File: src/rtl/usb_epc_pkg.sv
// Shared types for the endpoint control bank.
// Assumes: the control byte is the packed struct below, MSB first.
package usb_epc_pkg;
    typedef enum logic [1:0] {
        TK_OUT   = 2'b00,
        TK_IN    = 2'b01,
        TK_SETUP = 2'b10,
        TK_RSVD  = 2'b11
    } tok_kind_e;

    typedef enum logic [3:0] {
        HS_NONE  = 4'b0001,
        HS_ACK   = 4'b0010,
        HS_NAK   = 4'b0100,
        HS_STALL = 4'b1000
    } hs_e;

    typedef struct packed {
        logic rx_stl;
        logic tx_stl;
        logic rx_dbuf;
        logic tx_dbuf;
        logic rx_iso;
        logic rx_en;
        logic tx_iso;
        logic tx_en;
    } ep_ctl_t;

    localparam logic [7:0] MASK_BASE = 8'b1100_0101;
    localparam logic [7:0] MASK_RXF  = 8'b0010_1000;
    localparam logic [7:0] MASK_TXF  = 8'b0001_0010;
    localparam logic [7:0] EP0_RST   = 8'b0000_0101;
endpackage

File: src/rtl/usb_epc_index.sv
// Index register that steers the control window to one endpoint.
// Assumes: wr_en is already qualified with the index address.
module usb_epc_index #(
    parameter int IDX_W = 2
) (
    input  logic             clk,
    input  logic             rst_n,
    input  logic             wr_en,
    input  logic [IDX_W-1:0] wdata,
    output logic [IDX_W-1:0] idx
);
    // Hold the selected endpoint number; reset selects endpoint 0.
    always_ff @(posedge clk) begin
        if (!rst_n)     idx <= '0;
        else if (wr_en) idx <= wdata;
    end

    AST_IDX_HOLD: assert property (@(posedge clk) disable iff (!rst_n)
        !wr_en |=> $stable(idx));
endmodule

File: src/rtl/usb_epc_reg.sv
// One endpoint's control byte. Only bits set in WMASK get a flop;
// the other bits are tied to 0, so writes to them are lost.
// Assumes: wr_en is already qualified with the window address and index.
module usb_epc_reg
    import usb_epc_pkg::*;
#(
    parameter logic [7:0] WMASK   = MASK_BASE,
    parameter logic [7:0] RST_VAL = 8'h00
) (
    input  logic       clk,
    input  logic       rst_n,
    input  logic       wr_en,
    input  logic [7:0] wdata,
    output ep_ctl_t    ctl
);
    logic [7:0] bits_q;

    // One flop per kept bit; unkept bits are constant 0.
    for (genvar b = 0; b < 8; b++) begin : g_bit
        if (WMASK[b]) begin : g_kept
            // Store one kept control bit.
            always_ff @(posedge clk) begin
                if (!rst_n)     bits_q[b] <= RST_VAL[b];
                else if (wr_en) bits_q[b] <= wdata[b];
            end
        end else begin : g_tied
            assign bits_q[b] = 1'b0;
        end
    end

    assign ctl = ep_ctl_t'(bits_q);

    AST_REG_HOLD: assert property (@(posedge clk) disable iff (!rst_n)
        !wr_en |=> $stable(ctl));
endmodule

File: src/rtl/usb_epc_decide.sv
// Registered handshake decision for one token event.
// Assumes: per-endpoint flag vectors already carry the feature masking.
module usb_epc_decide
    import usb_epc_pkg::*;
#(
    parameter int NUM_EP = 4,
    parameter int IDX_W  = 2
) (
    input  logic              clk,
    input  logic              rst_n,
    input  logic [NUM_EP-1:0] rx_en,
    input  logic [NUM_EP-1:0] rx_stl,
    input  logic [NUM_EP-1:0] rx_iso,
    input  logic [NUM_EP-1:0] tx_en,
    input  logic [NUM_EP-1:0] tx_stl,
    input  logic [NUM_EP-1:0] tx_iso,
    input  logic              tok_valid,
    input  logic [IDX_W-1:0]  tok_ep,
    input  logic [1:0]        tok_kind,
    input  logic              tok_ready,
    input  logic              rx_setup_pend,
    output logic              hs_valid,
    output logic [3:0]        hs_code
);
    hs_e hs_d;

    // Choose the handshake from the addressed endpoint's flags.
    always_comb begin
        hs_d = HS_NONE;
        case (tok_kind_e'(tok_kind))
            TK_OUT: begin
                if (!rx_en[tok_ep] || rx_iso[tok_ep])       hs_d = HS_NONE;
                else if (rx_stl[tok_ep] && !rx_setup_pend) hs_d = HS_STALL;
                else                                       hs_d = tok_ready ? HS_ACK : HS_NAK;
            end
            TK_SETUP: begin
                hs_d = rx_en[tok_ep] ? HS_ACK : HS_NONE;
            end
            TK_IN: begin
                if (!tx_en[tok_ep] || tx_iso[tok_ep]) hs_d = HS_NONE;
                else if (tx_stl[tok_ep])             hs_d = HS_STALL;
                else                                 hs_d = tok_ready ? HS_ACK : HS_NAK;
            end
            default: hs_d = HS_NONE;
        endcase
    end

    // Register the decision; idle cycles show none.
    always_ff @(posedge clk) begin
        if (!rst_n) begin
            hs_valid <= 1'b0;
            hs_code  <= HS_NONE;
        end else begin
            hs_valid <= tok_valid;
            hs_code  <= tok_valid ? hs_d : HS_NONE;
        end
    end

    AST_HS_ONEHOT: assert property (@(posedge clk) disable iff (!rst_n)
        $countones(hs_code) == 1);
    AST_IDLE_NONE: assert property (@(posedge clk) disable iff (!rst_n)
        !tok_valid |=> (hs_code == HS_NONE && !hs_valid));
    AST_RX_OFF_SILENT: assert property (@(posedge clk) disable iff (!rst_n)
        tok_valid && tok_kind != TK_IN && !rx_en[tok_ep] |=> hs_code == HS_NONE);
    AST_TX_OFF_SILENT: assert property (@(posedge clk) disable iff (!rst_n)
        tok_valid && tok_kind == TK_IN && !tx_en[tok_ep] |=> hs_code == HS_NONE);
    AST_SETUP_ACK: assert property (@(posedge clk) disable iff (!rst_n)
        tok_valid && tok_kind == TK_SETUP && rx_en[tok_ep] |=> hs_code == HS_ACK);
    AST_IN_STALL: assert property (@(posedge clk) disable iff (!rst_n)
        tok_valid && tok_kind == TK_IN && tx_en[tok_ep] && !tx_iso[tok_ep]
        && tx_stl[tok_ep] |=> hs_code == HS_STALL);
    AST_ISO_SILENT: assert property (@(posedge clk) disable iff (!rst_n)
        tok_valid && tok_kind == TK_IN && tx_iso[tok_ep] |=> hs_code == HS_NONE);
endmodule

File: src/rtl/usb_ep_ctl_bank.sv
// Top of the endpoint control bank: index register, one control byte
// per endpoint behind a shared window, and the handshake decision.
// Assumes: NUM_EP equals 2**IDX_W; feature endpoints are below NUM_EP.
module usb_ep_ctl_bank
    import usb_epc_pkg::*;
#(
    parameter int NUM_EP     = 4,
    parameter int RX_FEAT_EP = 3,
    parameter int TX_FEAT_EP = 2,
    localparam int IDX_W     = $clog2(NUM_EP),
    localparam int CFG_W     = NUM_EP * 8
) (
    input  logic             clk,
    input  logic             rst_n,
    input  logic             cpu_wr,
    input  logic             cpu_sel,
    input  logic [7:0]       cpu_wdata,
    output logic [7:0]       cpu_rdata,
    input  logic             tok_valid,
    input  logic [IDX_W-1:0] tok_ep,
    input  logic [1:0]       tok_kind,
    input  logic             tok_ready,
    input  logic             rx_setup_pend,
    output logic             hs_valid,
    output logic [3:0]       hs_code,
    output logic [CFG_W-1:0] ep_cfg
);
    logic [IDX_W-1:0]  idx;
    ep_ctl_t           ctl [NUM_EP];
    logic [NUM_EP-1:0] rx_en, rx_stl, rx_iso, tx_en, tx_stl, tx_iso;

    usb_epc_index #(.IDX_W(IDX_W)) u_index (
        .clk   (clk),
        .rst_n (rst_n),
        .wr_en (cpu_wr && !cpu_sel),
        .wdata (cpu_wdata[IDX_W-1:0]),
        .idx   (idx)
    );

    for (genvar e = 0; e < NUM_EP; e++) begin : g_ep
        localparam logic [7:0] MASK_E = MASK_BASE
            | ((e == RX_FEAT_EP) ? MASK_RXF : 8'h00)
            | ((e == TX_FEAT_EP) ? MASK_TXF : 8'h00);
        localparam logic [7:0] RST_E = (e == 0) ? EP0_RST : 8'h00;

        usb_epc_reg #(.WMASK(MASK_E), .RST_VAL(RST_E)) u_reg (
            .clk   (clk),
            .rst_n (rst_n),
            .wr_en (cpu_wr && cpu_sel && (idx == IDX_W'(e))),
            .wdata (cpu_wdata),
            .ctl   (ctl[e])
        );

        assign rx_en[e]  = ctl[e].rx_en;
        assign rx_stl[e] = ctl[e].rx_stl;
        assign rx_iso[e] = ctl[e].rx_iso;
        assign tx_en[e]  = ctl[e].tx_en;
        assign tx_stl[e] = ctl[e].tx_stl;
        assign tx_iso[e] = ctl[e].tx_iso;
        assign ep_cfg[e*8 +: 8] = ctl[e];

        AST_FEAT_MASK: assert property (@(posedge clk) disable iff (!rst_n)
            (ep_cfg[e*8 +: 8] & ~MASK_E) == 8'h00);
    end

    // CPU read mux: index with zero upper bits, or the indexed byte.
    always_comb begin
        if (cpu_sel) cpu_rdata = ctl[idx];
        else         cpu_rdata = {{(8 - IDX_W){1'b0}}, idx};
    end

    usb_epc_decide #(.NUM_EP(NUM_EP), .IDX_W(IDX_W)) u_decide (
        .clk           (clk),
        .rst_n         (rst_n),
        .rx_en         (rx_en),
        .rx_stl        (rx_stl),
        .rx_iso        (rx_iso),
        .tx_en         (tx_en),
        .tx_stl        (tx_stl),
        .tx_iso        (tx_iso),
        .tok_valid     (tok_valid),
        .tok_ep        (tok_ep),
        .tok_kind      (tok_kind),
        .tok_ready     (tok_ready),
        .rx_setup_pend (rx_setup_pend),
        .hs_valid      (hs_valid),
        .hs_code       (hs_code)
    );

    AST_IDX_UPPER_ZERO: assert property (@(posedge clk) disable iff (!rst_n)
        !cpu_sel |-> cpu_rdata[7:IDX_W] == '0);
endmodule

File: config.mk
export PLATFORM = sky130hd
export DESIGN_NAME = usb_ep_ctl_bank
export DESIGN_NICKNAME = d
export VERILOG_FILES = /design/src/rtl/usb_epc_pkg.sv /design/src/rtl/usb_epc_index.sv /design/src/rtl/usb_epc_reg.sv /design/src/rtl/usb_epc_decide.sv /design/src/rtl/usb_ep_ctl_bank.sv
export SDC_FILE = /design/constraint.sdc
export NUM_CORES = 1
export LEC_CHECK = 0
export BUFFER_PORTS_ARGS = -buffer_cell sky130_fd_sc_hd__clkbuf_2
export CAP_MARGIN = 15
export CORE_UTILIZATION = 51
export DETAILED_ROUTE_END_ITERATION = 10
export GPL_TIMING_DRIVEN = 0
export PLACE_DENSITY = 0.84
export SETUP_SLACK_MARGIN = 0.5
export SLEW_MARGIN = 20
export SYNTH_ARGS = -nofsm -noshare
export SYNTH_HDL_FRONTEND = slang
export SYNTH_SLANG_ARGS = --single-unit
File: constraint.sdc
create_clock -name clk -period 2.6 [get_ports clk]
set_input_delay 0.52 -clock clk [delete_from_list [all_inputs] [get_ports clk]]
set_output_delay 0.52 -clock clk [all_outputs]
set_load 0.01 [all_outputs]
==> flow_summary.ini, run 1 <==
[timing]
hold_viol = 0
drv_slew = 0
rsz0062_at_grt = yes
finClkSkew_ns = 0.00634
setup_violations = 0
period_share_pct = 80.2
fmax_mhz = 479
fin_setup_tns_ns = 0
finalCriticalPeriod_ns = 2.09

[logic_synthesis]
yosys.area_share.simple_pct = 23.6
synth_top_family_by_area = simple AND/OR/NAND/NOR gates
synth_xor_xnor_area_share_pct = 0
seq_area_frac_synth_pct = 36.2
synth_compound_area_share_pct = 13.9
syn_avg_cell_area_sq_um = 9.16
syn_inst = 163
synth_area_sq_um = 1490
muxShareOfSynthArea_pct = 15.7
yosysWarnings = 0
synth.distinct_cells = 31
synth_seq_cells = 27
synth_fa_ha_area_share_pct = 0

[worst_setup_path]
reg2reg_from = u_index.idx[0]
rr_worst_depth = 6
cp.buffers_inverters = 2
slowest_stage = mux4_2
rrSetupSlack_ns = 1.05
reg2reg_to = g_ep[2].u_reg.ctl[1]
crit_chain = buf_8 -> mux4_2 -> and2_4 -> buf_6
cp_num_cells = 4
critPathCaptureType = output pin
cp.arrival_ns = 1.57
slowest_delay_ns = 0.48
required_ns = 2.08
cp-startpoint = u_index.idx[0]
path_class = flop to output pin
cp-endpoint = cpu_rdata[2]
cp_max_fo = 5
critPathTopFamily = multiplexers
crit_path_start_kind = flop

[clocking]
htree_levels = 1
cts_tree = done
cts_inserted_buffers = 3
cts_sinks = 27
root_buffer = clkbuf_4
clk_pin_slew_ns = 0.15
cts_max_path_buffers = 2
clock_latency_ns = 0.34

[placed_design]
placed_cells = 253
place_congestion = 0.854
portBuffers = 48
dp_hpwl_um = 2640

[route]
drtIter0Drc = 46
ant_nets = 0
wl_per_cell_um = 13.7
drc = 0
num_vias = 1382
routed_via_density = 5.36
drt-total-wl_um = 3530
drtPass1Iterations = 4

[global_routing]
track_usage_pct = 22.7
grt_pass1_wl_um = 5630
grt_pass1_vias = 1226
grt_max_degree = 16
antenna_found_initial = 0
overflow = 0

[pwr]
netSwitchingFraction_pct = 27.5
power_frac_clock_pct = 24.7
switchingPower_mw = 0.209
vdd_drop_max_mv = 0.393
powerDensity_nw_per_um2 = 402
seqPwrFrac_pct = 56.3
p_leak_nw = 0.847
internal-power_mw = 0.552
pwr-share-comb_pct = 18.9

[die]
initial_core_util_pct = 54.1
num_rows = 19
fp.dieH_um = 56.1
dieArea_sq_um = 3150
coreArea_sq_um = 2760
die_w_um = 56.1
ios = 64

[finish]
diodes = 0
area_growth_pct = 27.0
nets = 247
drive_gt1_share_pct = 38.8
fin_cells = 258

[job]
maxCapViolations = 0

[outcome]
status = complete, no violations

[min_path]
hp-class = input port to flop
flip-flops by register name, indices dropped and copies added (netlist names):
register and cells:
u_decide.hs_code 4, u_index.idx 2, g_ep.u_reg.ctl 20, u_decide.hs_valid 1
power by group through the flow:
stage	registers, mW	logic, mW	clock network, mW
4_1_cts	0.428	0.137	0.186
2_1_floorplan	0.439	0.0886	0
5_1_grt	0.430	0.156	0.202
3_3_place_gp	0.437	0.131	0
6_report	0.429	0.144	0.188
3_5_place_dp	0.437	0.133	0
metrics by stage:
step                instance area (sq um)  worst slack, ns  hold WS [ns]  util [%]  power (mW)
floorplan                            1530            0.798         0.495         -       0.528
global placement                     1810            0.535         0.462      65.7       0.568
detailed placement                   1810            0.535         0.470      65.7       0.571
CTS                                  1870            0.492         0.348      67.6       0.751
global route                         1900            0.475         0.361      68.7       0.788
finish                               1900            0.514         0.345      68.7       0.762
final cells by class:
| cell class | count | area (sq um) |
|---|---|---|
| flip-flops and latches | 27 | 542 |
| clock buffers | 3 | 22.5 |
| plain buffers | 23 | 170 |
| well taps | 31 | 38.8 |
| multi-input cells | 123 | 847 |
| repair buffers | 49 | 267 |
| clock inverters | 1 | 5.00 |
| inverters | 1 | 3.75 |
| fillers | 254 | 862 |
synthesized netlist by cell type (all sizes together):
master / n / area share (%)
dfxtp: 27 / 36
nand2: 26 / 6.5
nand3: 19 / 6.4
a21boi: 18 / 9.1
buf: 17 / 8.5
mux2i: 8 / 5.4
clkbuf: 6 / 1.5
mux4: 6 / 9.6
and2: 5 / 2.1
nor2b: 5 / 2.6
nand2b: 4 / 1.7
a21oi: 3 / 1.0
a31oi: 2 / 0.84
nand3b: 2 / 1.0
nor2: 2 / 0.50
nor3: 2 / 1.3
o21ai: 2 / 0.92
a21o: 1 / 0.50
and3: 1 / 0.42
and4b: 1 / 0.67
conb: 1 / 0.25
inv: 1 / 0.25
mux2: 1 / 0.75
o22a: 1 / 1.2
o22ai: 1 / 0.42
or2: 1 / 0.42
metal layers:
| layer | up-vias | track usage, % | routed length [um] |
|---|---|---|---|
| met3 | 10 | 4.19 | 243 |
| met1 | 638 | 28.5 | 1500 |
| li1 | 671 | - | - |
| met4 | 0 | 6.62 | 67 |
| met5 | - | 0 | 0 |
| met2 | 63 | 39.5 | 1720 |
cell usage in the layout, fill, tap and decap left out, types with 2 or more instances in the layout:
master,instances
buf_4,15
conb_1,12
buf_2,2
nor2_1,2
clkbuf_1,2
nand3b_1,2
nand2_1,26
buf_6,5
a21oi_1,3
clkbuf_2,47
nor3_2,2
and2_4,3
a31oi_1,2
a21boi_0,18
mux2i_1,8
and2_1,2
nand3_1,19
mux4_2,4
mux4_1,2
clkbuf_4,3
nand2b_1,4
nor2b_1,4
dfxtp_1,26
worst register-to-register path: cells and delay by family, from the launching register on:
family                 cells  cell delay (ns)
buffers and inverters      2             0.26
and+or+nand+nor            3             0.77
DFF                        1             0.35
AOI/OAI and AO/OA          1             0.08
how the worst min path moves through the flow:
| stage | cells past startpoint | startpoint | endpoint | slack [ns] |
|---|---|---|---|---|
| finish | 2 | tok_ready | u_decide.hs_code[2] | 0.34 |
| global route | 2 | tok_ready | u_decide.hs_code[2] | 0.36 |
| CTS | 2 | tok_ready | u_decide.hs_code[2] | 0.35 |
| detailed placement | 2 | g_ep[3].u_reg.ctl[5] | g_ep[3].u_reg.ctl[5] | 0.47 |
| global placement | 2 | g_ep[3].u_reg.ctl[5] | g_ep[3].u_reg.ctl[5] | 0.46 |
| floorplan | 2 | g_ep[3].u_reg.ctl[5] | g_ep[3].u_reg.ctl[5] | 0.50 |
what timing repair did:
| item | in CTS | in global routing |
|---|---|---|
| buffers inserted | 1 | 0 |
| setup endpoints to repair | 8 | 8 |
| cloned | 0 | 0 |
| gates resized for setup | 7 | 15 |
| hold buffers | 0 | 0 |
cell families (layout without fill, tap and decap cells):
kind of cell	Yosys count	count (layout)
buf+inv	24	77
other cells	1	12
mux	15	15
flops	27	27
simple gates	68	68
compound gates	28	28
No activity file was read; power rests on OpenSTA's default activity.
==> run 2, diff against run 1 <==
- CORE_UTILIZATION: 51 -> 47
- PLACE_DENSITY: 0.84 -> 0.78
- clock period: 2.6 -> 2.1 ns (I/O delays scaled with it)
==> flow_summary.ini, run 2 (synthesized netlist as in run 1, its figures left out) <==
[worst_setup_path]
cp-endpoint = cpu_rdata[6]
path_class = flop to output pin
critPathCaptureType = output pin
crit_path_start_kind = flop
cp-startpoint = u_index.idx[0]
slowest_stage = mux4_2
rrSetupSlack_ns = 0.62
cp_num_cells = 4
slowest_delay_ns = 0.49
rr_worst_depth = 5
crit_chain = buf_8 -> mux4_2 -> and2_4 -> buf_6
reg2reg_to = u_decide.hs_code[1]
cp.buffers_inverters = 2
reg2reg_from = g_ep[2].u_reg.ctl[0]
critPathTopFamily = multiplexers
cp.arrival_ns = 1.57
cp_max_fo = 5
required_ns = 1.68

[finish]
mostFrequentLayoutCells = 47 x clkbuf_2, 26 x dfxtp_1, 25 x nand2_1
layout_commonest_cell = clkbuf_2
area_growth_pct = 29.8
nets = 249
largest_reg_flops = 20
diodes = 0
final_util_pct = 64.0
drive_gt1_share_pct = 39.7

[placed_design]
place_congestion = 0.846
portBuffers = 48
dp_slack_ns = 0.183
dp_hpwl_um = 2640

[route]
routed_via_density = 5.05
drtIter0Drc = 59
wl_per_cell_um = 13.1
ant_nets = 0
drtPass1Iterations = 7
num_vias = 1379
drt-total-wl_um = 3570
drc = 1

[outcome]
violations = DRC
status = finished with violations

[min_path]
hp-class = input port to flop

[clocking]
htree_levels = 1
root_buffer = clkbuf_4
cts_inserted_buffers = 3
cts_sinks = 27
clock_latency_ns = 0.33
clk_pin_slew_ns = 0.14
cts_tree = done
cts_max_path_buffers = 2
hold_buffers = 0

[timing]
fmax_mhz = 502
setup_ws_ns = 0.108
setup_violations = 0
fin_setup_tns_ns = 0
drv_slew = 0
finClkSkew_ns = 0.00439
rsz0062_at_grt = yes
hold_viol = 0
finalCriticalPeriod_ns = 1.99
period_share_pct = 94.9

[job]
maxCapViolations = 0

[die]
dieArea_sq_um = 3410
coreArea_sq_um = 3030
fp.dieH_um = 58.4
initial_core_util_pct = 49.3
ios = 64
die_w_um = 58.4
num_rows = 20

[pwr]
vdd_drop_max_mv = 0.499
p_leak_nw = 0.853
total_power_mw = 0.941
powerDensity_nw_per_um2 = 486

[global_routing]
overflow = 0
antenna_found_initial = 0
grt_max_degree = 15
grt_pass1_wl_um = 5880
grt_pass1_vias = 1262
track_usage_pct = 22.9
==> run 2: what timing repair did <==
| action | in CTS | in global routing |
|---|---|---|
| gates resized for setup | 11 | 14 |
| buffers inserted | 3 | 0 |
| hold endpoints to repair | 0 | 0 |
| endpoints found under the setup margin | 8 | 19 |
==> run 2: how the worst min path moves through the flow <==
| stage | from | end | cells after the start |
|---|---|---|---|
| floorplan | tok_ready | u_decide.hs_code[2] | 1 |
| global placement | g_ep[3].u_reg.ctl[5] | g_ep[3].u_reg.ctl[5] | 2 |
| detailed placement | g_ep[3].u_reg.ctl[5] | g_ep[3].u_reg.ctl[5] | 2 |
| CTS | tok_ready | u_decide.hs_code[2] | 2 |
| global route | tok_ready | u_decide.hs_code[2] | 2 |
| finish | tok_ready | u_decide.hs_code[2] | 2 |
==> run 2: layout make-up <==
class / count / area, sq um
fill: 289 / 1090
multi-input combinational: 123 / 855
sequential: 27 / 542
timing repair buffer: 51 / 275
buffer: 23 / 180
tap: 44 / 55.1
clock buffer: 4 / 26.3
inverter: 1 / 3.75
==> run 2: stage by stage <==
| stage | area, sq um | instances | hold WS [ns] |
|---|---|---|---|
| 6_report | 1940 | 273 | 0.261 |
| 5_1_grt | 1940 | 273 | 0.253 |
| 4_1_cts | 1910 | 273 | 0.261 |
| 3_5_place_dp | 1830 | 266 | 0.475 |
| 3_3_place_gp | 1830 | 266 | 0.466 |
| 2_1_floorplan | 1540 | 174 | 0.488 |
==> run 2: report_power, final <==
part           switching, mW  internal (mW)
combinational         0.0906         0.0895
clock                  0.156         0.0746
sequential           0.00811          0.523
==> run 2: metal layers <==
metal | vias up | GRT usage [%] | share of wire [%]
met4 | 0 | 5.78 | 1.2
met3 | 6 | 5.71 | 7.2
met5 | - | 0 | 0
li1 | 678 | - | -
met2 | 58 | 38.6 | 49
met1 | 637 | 29.5 | 43
